File: config.mk
export PLATFORM = sky130hd
export DESIGN_NAME = frame_locked_prescaler
export DESIGN_NICKNAME = d
export VERILOG_FILES = /design/src/rtl/flp_pkg.sv /design/src/rtl/flp_sync_edge.sv /design/src/rtl/flp_rate_detect.sv /design/src/rtl/flp_seq_divider.sv /design/src/rtl/frame_locked_prescaler.sv
export SDC_FILE = /design/constraint.sdc
export NUM_CORES = 1
export LEC_CHECK = 0
export ABC_AREA = 1
export BUFFER_PORTS_ARGS = -buffer_cell sky130_fd_sc_hd__clkbuf_2
export CAP_MARGIN = 10
export CORE_MARGIN = 4
export CORE_UTILIZATION = 55
export DETAILED_ROUTE_END_ITERATION = 10
export HOLD_SLACK_MARGIN = 0.08
export PLACE_DENSITY = 0.72
export SLEW_MARGIN = 20
export SYNTH_ARGS = -nofsm -noshare
export SYNTH_HDL_FRONTEND = slang
export SYNTH_SLANG_ARGS = --single-unit
File: constraint.sdc
create_clock -name clk -period 5.3 [get_ports clk]
set_clock_uncertainty 0.1 [all_clocks]
set_input_delay 0.265 -clock clk [delete_from_list [all_inputs] [get_ports clk]]
set_output_delay 0.265 -clock clk [all_outputs]
set_load 0.02 [all_outputs]
File: src/rtl/flp_pkg.sv
// Package: shared rate type and rate arithmetic for the frame-locked prescaler.
// Assumes an 8 kHz frame and a 128 kHz sequencing target.
package flp_pkg;

    typedef enum logic [2:0] {
        RATE_128K  = 3'd0,
        RATE_1M536 = 3'd1,
        RATE_1M544 = 3'd2,
        RATE_2M048 = 3'd3,
        RATE_2M560 = 3'd4,
        RATE_NONE  = 3'd7
    } rate_e;

    localparam int MAX_RATIO = 20;
    localparam int RATIO_W   = $clog2(MAX_RATIO + 1);

    // Map a measured frame period (in clock cycles) onto a rate class.
    function automatic rate_e classify_period(input int unsigned n);
        if (n >= 15 && n <= 17)        return RATE_128K;
        else if (n >= 191 && n <= 192) return RATE_1M536;
        else if (n >= 193 && n <= 194) return RATE_1M544;
        else if (n >= 255 && n <= 257) return RATE_2M048;
        else if (n >= 319 && n <= 321) return RATE_2M560;
        else                           return RATE_NONE;
    endfunction

    // Divide ratio that turns a rate class into 128 kHz.
    function automatic logic [RATIO_W-1:0] rate_ratio(input rate_e r);
        case (r)
            RATE_1M536: return RATIO_W'(12);
            RATE_1M544: return RATIO_W'(12);
            RATE_2M048: return RATIO_W'(16);
            RATE_2M560: return RATIO_W'(20);
            default:    return RATIO_W'(1);
        endcase
    endfunction

endpackage

File: src/rtl/flp_sync_edge.sv
// Module: brings the asynchronous frame sync into the clock domain with two
// flops and flags its rising edge for one cycle.
// Assumes frame_sync stays high for at least two clock cycles per frame.
module flp_sync_edge (
    input  logic clk,
    input  logic rst_n,
    input  logic async_i,
    output logic rise_o
);
    logic [2:0] stage_q;

    // Shift the async input through the synchroniser and an edge stage.
    always_ff @(posedge clk) begin
        if (!rst_n) stage_q <= 3'b000;
        else        stage_q <= {stage_q[1:0], async_i};
    end

    assign rise_o = stage_q[1] & ~stage_q[2];

    AST_EDGE_SINGLE: assert property (@(posedge clk) disable iff (!rst_n)
        rise_o |=> !rise_o);

endmodule

File: src/rtl/flp_rate_detect.sv
// Module: measures clock cycles between frame-sync edges, classifies the
// period, and declares lock after two consecutive agreeing frames.
// Assumes rise_i is a one-cycle pulse; the first edge after reset or a
// timeout only arms the measurement.
module flp_rate_detect
    import flp_pkg::*;
#(
    parameter int TIMEOUT_CYCLES = 512
) (
    input  logic  clk,
    input  logic  rst_n,
    input  logic  rise_i,
    output logic  valid_o,
    output rate_e code_o
);
    localparam int CNT_W = $clog2(TIMEOUT_CYCLES + 1);

    logic [CNT_W-1:0] per_cnt_q;
    logic             armed_q;
    rate_e            prev_q;
    rate_e            cur_rate;

    // Classify the period that closes at this edge.
    always_comb cur_rate = classify_period(32'(per_cnt_q));

    // Period counter, lock history and timeout handling.
    always_ff @(posedge clk) begin
        if (!rst_n) begin
            per_cnt_q <= '0;
            armed_q   <= 1'b0;
            prev_q    <= RATE_NONE;
            valid_o   <= 1'b0;
            code_o    <= RATE_NONE;
        end else if (rise_i) begin
            per_cnt_q <= CNT_W'(1);
            armed_q   <= 1'b1;
            if (armed_q) begin
                prev_q <= cur_rate;
                if (cur_rate != RATE_NONE && cur_rate == prev_q) begin
                    valid_o <= 1'b1;
                    code_o  <= cur_rate;
                end else begin
                    valid_o <= 1'b0;
                    code_o  <= RATE_NONE;
                end
            end else begin
                prev_q <= RATE_NONE;
            end
        end else if (per_cnt_q == CNT_W'(TIMEOUT_CYCLES)) begin
            armed_q <= 1'b0;
            prev_q  <= RATE_NONE;
            valid_o <= 1'b0;
            code_o  <= RATE_NONE;
        end else begin
            per_cnt_q <= per_cnt_q + 1'b1;
        end
    end

    AST_LOCK_AT_EDGE: assert property (@(posedge clk) disable iff (!rst_n)
        $rose(valid_o) |-> $past(rise_i));
    AST_CODE_WHEN_VALID: assert property (@(posedge clk) disable iff (!rst_n)
        valid_o |-> code_o != RATE_NONE);
    AST_TIMEOUT_DROP: assert property (@(posedge clk) disable iff (!rst_n)
        (per_cnt_q == CNT_W'(TIMEOUT_CYCLES) && !rise_i) |=> !valid_o);
    AST_COUNT_BOUND: assert property (@(posedge clk) disable iff (!rst_n)
        per_cnt_q <= CNT_W'(TIMEOUT_CYCLES));

endmodule

File: src/rtl/flp_seq_divider.sv
// Module: divides the clock by ratio_i and emits up to PULSES enables per
// frame, restarting phase on restart_i; surplus cycles stay idle.
// Assumes ratio_i is at least 1 and changes only at a restart.
module flp_seq_divider
    import flp_pkg::*;
#(
    parameter int PULSES = 16
) (
    input  logic               clk,
    input  logic               rst_n,
    input  logic               restart_i,
    input  logic               lock_i,
    input  logic [RATIO_W-1:0] ratio_i,
    output logic               seq_en_o
);
    localparam int NP_W = $clog2(PULSES + 1);

    logic [RATIO_W-1:0] phase_q;
    logic [NP_W-1:0]    npulse_q;
    logic               burst_live;

    assign burst_live = (npulse_q < NP_W'(PULSES));

    // Phase and pulse counters, realigned at every frame edge.
    always_ff @(posedge clk) begin
        if (!rst_n) begin
            phase_q  <= '0;
            npulse_q <= NP_W'(PULSES);
        end else if (restart_i) begin
            phase_q  <= '0;
            npulse_q <= '0;
        end else if (burst_live) begin
            if (phase_q == ratio_i - 1'b1) begin
                phase_q  <= '0;
                npulse_q <= npulse_q + 1'b1;
            end else begin
                phase_q <= phase_q + 1'b1;
            end
        end
    end

    assign seq_en_o = lock_i && burst_live && (phase_q == '0);

    AST_PULSE_SPACING: assert property (@(posedge clk) disable iff (!rst_n)
        (seq_en_o && ratio_i > RATIO_W'(1) && !restart_i) |=> !seq_en_o);
    AST_PULSE_CAP: assert property (@(posedge clk) disable iff (!rst_n)
        npulse_q <= NP_W'(PULSES));

endmodule

File: src/rtl/frame_locked_prescaler.sv
// Module: top of the frame-locked prescaler. Resynchronises the frame sync,
// detects the conversion-clock rate and produces the 128 kHz sequencing
// enable. Assumes clk is the conversion clock itself.
module frame_locked_prescaler
    import flp_pkg::*;
#(
    parameter int TIMEOUT_CYCLES   = 512,
    parameter int PULSES_PER_FRAME = 16
) (
    input  logic       clk,
    input  logic       rst_n,
    input  logic       frame_sync,
    output logic       seq_en,
    output logic [2:0] rate_code,
    output logic       rate_valid
);
    logic               fs_rise;
    logic               lock;
    rate_e              code;
    logic [RATIO_W-1:0] ratio;

    flp_sync_edge u_sync (
        .clk     (clk),
        .rst_n   (rst_n),
        .async_i (frame_sync),
        .rise_o  (fs_rise)
    );

    flp_rate_detect #(.TIMEOUT_CYCLES(TIMEOUT_CYCLES)) u_detect (
        .clk     (clk),
        .rst_n   (rst_n),
        .rise_i  (fs_rise),
        .valid_o (lock),
        .code_o  (code)
    );

    assign ratio = rate_ratio(code);

    flp_seq_divider #(.PULSES(PULSES_PER_FRAME)) u_div (
        .clk       (clk),
        .rst_n     (rst_n),
        .restart_i (fs_rise),
        .lock_i    (lock),
        .ratio_i   (ratio),
        .seq_en_o  (seq_en)
    );

    assign rate_code  = code;
    assign rate_valid = lock;

    AST_LOCK_STARTS_BURST: assert property (@(posedge clk) disable iff (!rst_n)
        $rose(rate_valid) |-> seq_en);
    AST_NO_EN_UNLOCKED: assert property (@(posedge clk) disable iff (!rst_n)
        !rate_valid |-> !seq_en);

endmodule

==> run_results.csv, run 1 <==
group,metric,value,unit
outcome,run_status,"finished clean",
place,dp.cells,324,
cells_and_area,utilization,63.2,%
critical_path,path_delay_family,"simple AND/OR/NAND/NOR gates",
grt,grt_max_degree,14,
route,drt_iter0_drc,68,
route,routed.top_layer,"met4",
logic_synthesis,ys_seq_area_share,34.0,%
sta,worstMarginPinSlew,0.618,ns
critical_path,cp_max_fo,6,
floorplan,dieArea,4310,sq um
floorplan,core,3100,sq um
power,power.clock.fraction,31.8,%
critical_path,critPathSlowestCell,"dfxtp_1",
power,swShare,25.4,%
logic_synthesis,syn_inst,275,
grt,grt_pass1_wl,6440,um
logic_synthesis,syn_area,1830,sq um
clocking,numCtsBuffers,5,
power,post-layout-total-power,403,uW
cells_and_area,drive_above_1_share,13.8,%
route,vias_per_cell,4.94,
power,p_leak,0.881,nW
cells_and_area,diodes,0,
critical_path,worstPathRequired,5.42,ns
cells_and_area,num-nets-final,298,
cells_and_area,area_growth_syn_to_layout,7.40,%
critical_path,crit_path_start_kind,"flip-flop",
logic_synthesis,synth-seq-cells,31,
route,vias,1646,
floorplan,initial_core_util,58.9,%
sta,max_slew_margin,58.6,%
route,drc_errors,0,
route,drt-met1-wl,1700,um
place,io_buffer_count,7,
clocking,path_clk_slew,0.09,ns
floorplan,die_h,65.6,um
power,switchingPower,102,uW
sta,setup_violations,0,
hold_path,worstHoldStart,"rst_n",
clocking,cts-htree-levels,2,
sta,finalHoldViolCount,0,
clocking,cts_root_buf,"clkbuf_4",
power,irDropWorstVdd,118,uV
sta,fin_hold_ws,0.167,ns
floorplan,die_x,65.6,um
logic_synthesis,synth_nets,285,
sta,rsz0062_at_grt,"no",
place,dp_hpwl,2620,um
grt,antenna_found_initial,0,
place,dpl_cell_area,1900,sq um
job,drv_cap,0,
critical_path,cp-startpoint,"u_detect.per_cnt_q[0]",
clocking,clock_latency,0.32,ns
power,power.internal,301,uW
critical_path,arrival,2.07,ns
cells_and_area,stdcell_area,1960,sq um
hold_path,hold_path.class,"in2reg",
sta,worst_slack,3.35,ns
route,antenna_left,0,
route,wl_met3,124,um
sta,final_max_slew_viol_count,0,
critical_path,crit_type,"reg2reg",
route,dr.pass1.iters,4,
floorplan,io_pins,8,
place,dp_slack,3.34,ns
cells_and_area,fin_cells,333,
sta,tns,0,ns
critical_path,cp-end-kind,"flip-flop",
sta,clock.fmax,0.512,GHz
logic_synthesis,yosysUniqueCellTypes,28,
route,wl,3450,um
critical_path,slowest_delay,0.42,ns
grt,grtUsageTotal,18.8,%
grt,grt_pass1_vias,1559,
power,seq_power_share,60.2,%
sta,period_needed,1.95,ns
grt,grt_overflow,0,
floorplan,std_cell_rows,20,
place,gp_congestion,0.796,
logic_synthesis,syn_avg_cell_area,6.64,sq um
logic_synthesis,ys.warnings.count,0,
sta,timing.final.crit_share,36.9,%
critical_path,rr_startpoint,"u_detect.per_cnt_q[0]",
critical_path,critPathBufInv,1,
power,p_comb_share,8.1,%
route,wire_per_inst,10.4,um
critical_path,rrSetupSlack,3.35,ns
critical_path,path_cells,"inv_1, ha_1, nand3_1, nand2_1, nand2_1, nand2_1, nand2_1, nand2_1, nand2_1, nand2_1, nor2_2, nand2_1, o21bai_1, nand2_1",
route,dr_wl_met2,1590,um
critical_path,crit_top_cell,"nand2_1",
clocking,cts_sinks,31,
clocking,cts_buffer_depth,2,
clocking,cts_tree,"yes",
power,power.density,206,nW/um^2
per-layer routing:
layer / track usage [%] / up-vias
met2: 29.5 / 20
met3: 5.13 / 6
li1: - / 895
met4: 6.22 / 0
met5: 0 / -
met1: 24.8 / 725
synth_stat cells:
| master | n | area share, % |
|---|---|---|
| nor2_4 | 4 | 2.5 |
| and2_1 | 1 | 0.34 |
| nand2_1 | 73 | 15 |
| nor2_1 | 28 | 5.8 |
| nor3_2 | 1 | 0.55 |
| inv_1 | 35 | 7.2 |
| o21ai_0 | 12 | 3.3 |
| nor4_1 | 1 | 0.34 |
| inv_2 | 6 | 1.2 |
| nand3_2 | 2 | 1.1 |
| nand3b_1 | 1 | 0.41 |
| clkbuf_1 | 1 | 0.21 |
| nor3_1 | 10 | 2.7 |
| o211ai_1 | 1 | 0.41 |
| dfxtp_1 | 31 | 34 |
| o31ai_1 | 1 | 0.41 |
| o21bai_1 | 1 | 0.41 |
| buf_6 | 1 | 0.62 |
| nand4_1 | 5 | 1.7 |
| a31oi_1 | 1 | 0.34 |
| nand2_2 | 7 | 2.4 |
| o22ai_1 | 1 | 0.34 |
| ha_1 | 7 | 4.8 |
| xor2_1 | 4 | 1.9 |
| nor2_2 | 7 | 2.4 |
| a21oi_1 | 14 | 3.8 |
| xnor2_1 | 3 | 1.4 |
| nand3_1 | 16 | 4.4 |
state kept, by name (all words and copies together) (netlist names):
register and count:
u_detect.per_cnt_q 10, u_div.npulse_q 5, u_div.phase_q 5, u_detect.code_o 3
u_detect.prev_q 3, u_sync.stage_q 3, u_detect.armed_q 1, u_detect.valid_o 1
repair_timing:
item	4_1_cts	5_1_grt
setup buffers	0	0
hold buffers	1	0
hold endpoints to repair	1	0
resized for setup	0	0
path summary, 6_finish.rpt:
path | end | cells after the start
max | u_detect.code_o[0] | 14
min | u_detect.code_o[0] | 2
max reg2reg | u_detect.code_o[0] | 14
min reg2reg | u_sync.stage_q[2] | 2
cells by family (layout without fill, tap and decap cells):
| family | after synthesis | after routing | share of synthesized area [%] |
|---|---|---|---|
| xor gates and xnor gates | 7 | 7 | 3.36 |
| and+or+nand+nor | 156 | 156 | 39.6 |
| buffers and inverters | 43 | 57 | 9.25 |
| DFF | 31 | 31 | 34.0 |
| AOI/OAI and AO/OA | 31 | 31 | 9.04 |
| adders and majority gates | 7 | 7 | 4.79 |
power groups by stage:
stage	Sequential, mW	Combinational, mW	Clock, mW
global placement	0.248	0.0317	0
CTS	0.243	0.0326	0.135
global route	0.244	0.0386	0.144
detailed placement	0.248	0.0318	0
finish	0.243	0.0325	0.128
floorplan	0.247	0.0246	0
cell type report:
| class | instances | area [sq um] |
|---|---|---|
| Fill cell | 312 | 1140 |
| Multi-Input combinational cell | 201 | 1040 |
| Clock buffer | 7 | 45.0 |
| Tap cell | 44 | 55.1 |
| Sequential cell | 31 | 621 |
| Inverter | 41 | 154 |
| Timing Repair Buffer | 8 | 45.0 |
| Clock inverter | 1 | 5.00 |
worst reg2reg max path, delay by kind of cell, from the launching register on:
family / cells / cell delay, ns
AOI/OAI and AO/OA: 1 / 0.12
adders and majority gates: 1 / 0.21
buffers and inverters: 1 / 0.10
DFF: 1 / 0.42
and+or+nand+nor: 11 / 0.91
placed cells by master, fill, tap and decap left out, types with 2 or more instances in the layout:
cell type,count
nor3_1,10
xor2_1,4
xnor2_1,3
nand3_1,16
nand4_1,5
clkbuf_4,5
inv_2,6
ha_1,7
nor2_1,28
inv_1,35
nand3_2,2
a21oi_1,14
clkbuf_1,2
dfxtp_1,31
o21ai_0,12
nor2_2,7
nand2_2,7
nand2_1,73
clkbuf_2,7
nor2_4,4
Note: power is estimated with default switching activity, not from simulation.
==> inputs of run 2 (changes only) <==
- PLACE_DENSITY: 0.72 -> 0.75
- clock period: 5.3 -> 1.71 ns (I/O delays scaled with it)
==> run 2 against run 1 <==
The flow now finishes with violations (negative setup slack). Flip-flop and latch count is the same. Final area is 40% higher. Fmax increased by 3.0%. Via count is 28% higher. Routed wire length up 73%. Clock power grew to 3.5 times the previous value. Setup slack lost 3.5 ns. Critical endpoint is now u_detect.prev_q[1].
==> run_results.csv, run 2 (same netlist as run 1, synthesis figures left out) <==
group,metric,value,unit
clocking,cts_root_buf,"clkbuf_4",
power,irDropWorstVdd,389,uV
cells_and_area,final_cell_mix,"52 x nand2_1, 42 x buf_4, 28 x inv_1",
grt,grtUsageTotal,22.5,%
cells_and_area,area_growth_syn_to_layout,50.4,%
clocking,cts_sinks,31,
cells_and_area,fillers,168,
sta,final_max_slew_viol_count,0,
sta,fin_hold_ws,0.336,ns
job,drv_cap,0,
grt,grt_pass1_vias,1781,
route,wl,5980,um
place,dp_hpwl,3150,um
hold_path,hold_depth,2,
cells_and_area,multi_input_area,1370,sq um
critical_path,worstPathRequired,1.84,ns
outcome,run_status,"finished, violations left",
floorplan,io_pins,8,
cells_and_area,fin_cells,383,
floorplan,std_cell_rows,20,
sta,setup_violations,16,
cells_and_area,top_register,"u_detect.per_cnt_q",
clocking,clock_latency,0.33,ns
sta,period_needed,1.90,ns
critical_path,r2r_end,"u_detect.prev_q[1]",
place,gp_congestion,0.800,
clocking,cts-htree-levels,2,
critical_path,cp-end-kind,"flip-flop",
route,antenna_left,0,
floorplan,dieArea,4310,sq um
grt,grt_max_degree,13,
power,power.density,519,nW/um^2
route,drc_errors,0,
sta,timing.final.crit_share,111,%
critical_path,rr_startpoint,"u_detect.per_cnt_q[0]",
grt,grt_pass1_wl,7530,um
sta,max_slew_margin,77.7,%
floorplan,initial_core_util,58.9,%
sta,worstMarginPinSlew,0.334,ns
cells_and_area,largest_reg_flops,10,
power,p_leak,1.25,nW
cells_and_area,seq_area,646,sq um
route,vias,2104,
critical_path,cp-startpoint,"u_detect.per_cnt_q[0]",
place,dp_slack,-0.181,ns
critical_path,r2r_cells,13,
place,io_buffer_count,7,
route,dr.pass1.iters,4,
cells_and_area,layout_commonest_cell,"nand2_1",
hold_path,worstHoldStart,"u_sync.stage_q[0]",
critical_path,crit_type,"reg2reg",
clocking,cts_buffer_depth,2,
cells_and_area,drive_above_1_share,47.2,%
place,dp.cells,365,
clocking,cts_tree,"yes",
floorplan,die_h,65.6,um
sta,worst_slack,-0.188,ns
hold_path,hold_path.class,"reg2reg",
sta,clock.fmax,0.527,GHz
cells_and_area,largestRegisters,"u_detect.per_cnt_q (10), u_div.npulse_q (5), u_div.phase_q (5)",
clocking,numCtsBuffers,5,
cells_and_area,diodes,0,
sta,finalHoldViolCount,0,
hold_path,worstHoldEndpoint,"u_sync.stage_q[1]",
floorplan,core,3100,sq um
route,vias_per_cell,5.49,
critical_path,rrSetupSlack,-0.19,ns
cells_and_area,num-nets-final,348,
grt,grt_overflow,0,
grt,antenna_found_initial,0,
sta,rsz0062_at_grt,"yes",
outcome,violations,"negative setup slack",
floorplan,die_x,65.6,um
critical_path,cp_max_fo,5,
clocking,path_clk_slew,0.10,ns
route,wire_per_inst,15.6,um
route,drt_iter0_drc,155,
critical_path,crit_path_start_kind,"flip-flop",
critical_path,arrival,2.03,ns
==> run 2: how the worst max path moves through the flow <==
stage | to | slack [ns] | cells after the start
after CTS | u_detect.code_o[0] | -0.11 | 14
after global routing | u_detect.code_o[2] | -0.32 | 13
after detailed placement | u_detect.code_o[0] | -0.18 | 14
after floorplan | u_detect.code_o[0] | -0.06 | 14
final | u_detect.prev_q[1] | -0.19 | 13
after global placement | u_detect.code_o[0] | -0.11 | 14
==> run 2: layer usage <==
| layer | up-vias | part of all wire, % | GRT usage, % |
|---|---|---|---|
| li1 | 1006 | - | - |
| met1 | 988 | 38 | 27.6 |
| met2 | 82 | 53 | 38.3 |
| met3 | 28 | 4.1 | 5.13 |
| met4 | 0 | 4.3 | 7.77 |
| met5 | - | 0 | 0 |
==> run 2: critical path: stages, from the launching register on <==
cell     delay (ns)
dfxtp_4        0.43
inv_4          0.06
ha_4           0.17
nand2_4        0.08
buf_4          0.10
buf_6          0.09
nor3_4         0.03
and2_4         0.15
buf_4          0.14
buf_6          0.12
inv_6          0.05
nand2_4        0.06
o22ai_2        0.15
nand2_1        0.07
==> run 2: power breakdown <==
part	switching, mW	leakage, nW	internal (mW)
logic	0.119	0.965	0.0968
registers	0.0235	0.255	0.733
clock network	0.254	0.0353	0.199
total	0.396	1.25	1.03
==> run 2: cell type report <==
| type | count | share of cell area [%] |
|---|---|---|
| multi-input cells | 201 | 49.9 |
| flip-flops and latches | 31 | 23.5 |
| repair buffers | 58 | 16.3 |
| inverters | 41 | 6.15 |
| clock buffers | 7 | 2.00 |
| well taps | 44 | 2.00 |
| clock inverters | 1 | 0.182 |
==> run 2: through the flow <==
| step | setup TNS (ns) | area, sq um | power, mW | utilization (%) |
|---|---|---|---|---|
| 2_1_floorplan | -0.0894 | 1870 | 0.856 | - |
| 3_3_place_gp | -0.329 | 2260 | 0.907 | 72.7 |
| 3_5_place_dp | -0.552 | 2260 | 0.912 | 72.7 |
| 4_1_cts | -0.345 | 2420 | 1.38 | 77.9 |
| 5_1_grt | -3.69 | 2750 | 1.49 | 88.5 |
| 6_report | -1.69 | 2750 | 1.43 | 88.5 |
==> run 2: timing repair <==
item	4_1_cts	5_1_grt
resized for setup	18	87
setup endpoints to repair	9	20
endpoints found under the hold margin	12	0
setup buffers	3	5
pin swaps	9	25
hold buffers	3	0
gates cloned	0	0
==> inputs of run 3 (changes only) <==
- BUFFER_PORTS_ARGS: -buffer_cell sky130_fd_sc_hd__clkbuf_2 -> -buffer_cell sky130_fd_sc_hd__buf_4
==> run 3 against run 2 <==
The flow finishes with violations (negative hold slack, negative setup slack). Setup slack better by 0.00063 ns. Die area did not move. Flip-flop and latch count unchanged. Clock power barely moved. Sequential share of layout area up 1.6 points. Core utilization down 5.8 points. Routed wire length decreased by 21%. Hold slack worse by 0.44 ns. Critical path type unchanged.
==> run_results.csv, run 3 (same netlist as run 1, synthesis figures left out) <==
group,metric,value,unit
place,dp_slack,-0.155,ns
sta,fin_hold_ws,-0.107,ns
sta,tns,-0.745,ns
place,dp_hpwl,3160,um
power,power.density,540,nW/um^2
critical_path,arrival,2.04,ns
cells_and_area,diodes,0,
critical_path,crit_path_start_kind,"flip-flop",
critical_path,crit_type,"reg2reg",
critical_path,crit_top_cell,"nand2_1",
floorplan,die_x,65.6,um
power,irDropWorstVdd,366,uV
place,gp_congestion,0.792,
hold_path,hold_path.class,"in2reg",
sta,period_needed,1.90,ns
outcome,run_status,"finished, violations left",
floorplan,die_h,65.6,um
floorplan,std_cell_rows,20,
power,p_leak,1.15,nW
hold_path,hold_depth,2,
outcome,violations,"negative hold slack, negative setup slack",
grt,antenna_found_initial,0,
critical_path,path_cells,"ha_4, nand2_2, inv_2, nand2_1, nand2_1, nand2_2, nor2_4, nor2_4, nand3_2, nand2_1, nand2_1, nor2_2, nand2_1, o21bai_1, nand2_1",
cells_and_area,area_growth_syn_to_layout,40.5,%
clocking,numCtsBuffers,5,
cells_and_area,drive_above_1_share,38.1,%
grt,grt_pass1_vias,1772,
route,wire_per_inst,12.4,um
cells_and_area,fin_cells,380,
route,antenna_left,0,
place,dp.cells,361,
critical_path,critPathSlowestCell,"dfxtp_4",
route,drc_errors,0,
cells_and_area,stdcell_area,2570,sq um
floorplan,core,3100,sq um
sta,worst_slack,-0.187,ns
grt,grtUsageMet1,26.9,%
grt,gr-max-usage-layer,"met2",
sta,setup_violations,7,
grt,use_met2,39.7,%
clocking,path_clk_slew,0.10,ns
grt,grt_overflow,0,
critical_path,cp_max_fo,5,
sta,clock.fmax,0.527,GHz
critical_path,r2r_cells,15,
place,dpl_cell_area,2240,sq um
cells_and_area,num-nets-final,345,
floorplan,dieArea,4310,sq um
sta,final_max_slew_viol_count,0,
clocking,clock_latency,0.34,ns
grt,use_met3,4.96,%
cells_and_area,layout_commonest_cell,"nand2_1",
critical_path,slowest_delay,0.39,ns
route,vias,1919,
grt,grt_max_degree,14,
route,wl,4710,um
power,post-layout-total-power,1.39,mW
clocking,cts_sinks,31,
floorplan,initial_core_util,58.9,%
route,vias_per_cell,5.05,
clocking,cts_root_buf,"clkbuf_4",
critical_path,cp-end-kind,"flip-flop",
job,drv_cap,0,
sta,worstMarginPinSlew,0.314,ns
grt,grtUsageTotal,22.7,%
floorplan,io_pins,8,
clocking,cts_buffer_depth,2,
sta,timing.final.crit_share,111,%
critical_path,worstPathRequired,1.85,ns
cells_and_area,largest_reg_flops,10,
clocking,cts_hold_buf,5,
cells_and_area,final_cell_mix,"62 x nand2_1, 47 x buf_4, 29 x inv_1, 23 x dfxtp_1, 22 x nor2_1",
cells_and_area,largestRegisters,"u_detect.per_cnt_q (10), u_div.npulse_q (5), u_div.phase_q (5)",
route,dr.pass1.iters,4,
sta,max_slew_margin,79.0,%
sta,rsz0062_at_grt,"yes",
route,drt_iter0_drc,82,
sta,finalHoldViolCount,9,
place,io_buffer_count,7,
grt,grt_pass1_wl,7490,um
clocking,cts_tree,"yes",
cells_and_area,top_register,"u_detect.per_cnt_q",
cells_and_area,utilization,82.7,%
clocking,cts-htree-levels,2,
==> run 3: cell types whose count changed in the layout (fill, tap and decap cells not counted), moves of 5 or more <==
cell | before | now
o21ai_2 | 6 | 0
nand2_1 | 52 | 62
nand2_2 | 21 | 16
clkbuf_2 | 6 | 0
nand2_4 | 7 | 2
buf_4 | 42 | 47
==> run 3: final cells by class <==
type                       count  area, sq um
timing repair buffer          55          437
clock inverter                 1         5.00
clock buffer                   7         55.1
inverter                      41          159
tap                           44         55.1
fill                         219          536
sequential                    31          643
multi-input combinational    201         1210
==> run 3: report_power, final <==
part           leakage (nW)  internal, mW  switching (mW)
Clock                0.0353         0.199           0.256
Combinational         0.862        0.0830          0.0966
Sequential            0.254         0.733          0.0199
Total                  1.15          1.01           0.373
==> run 3: repair_timing <==
action,CTS,global route
resized for setup,13,42
setup buffers,2,4
pin swaps,8,24
hold endpoints to repair,13,9
endpoints found under the setup margin,7,21
==> run 3: path summary, 6_finish.rpt <==
path                         start                 end  slack [ns]
max          u_detect.per_cnt_q[0]  u_detect.code_o[0]       -0.19
min                          rst_n  u_detect.prev_q[0]       -0.11
max reg2reg  u_detect.per_cnt_q[0]  u_detect.code_o[0]       -0.19
min reg2reg       u_detect.armed_q    u_detect.armed_q        0.41
==> run 3: critical path: cells and delay by family (launching register included) <==
kind,cells,cell delay (ns)
AO/OA/AOI/OAI,1,0.13
buffers and inverters,1,0.05
flip-flops,1,0.39
AND/OR/NAND/NOR,12,0.96
adder cells (fa/ha/maj),1,0.16
==> run 3: layer usage <==
metal,wire [um],up-vias
li1,-,1000
met1,2000,885
met2,2480,25
met3,151,9
met4,77,0
met5,0,-
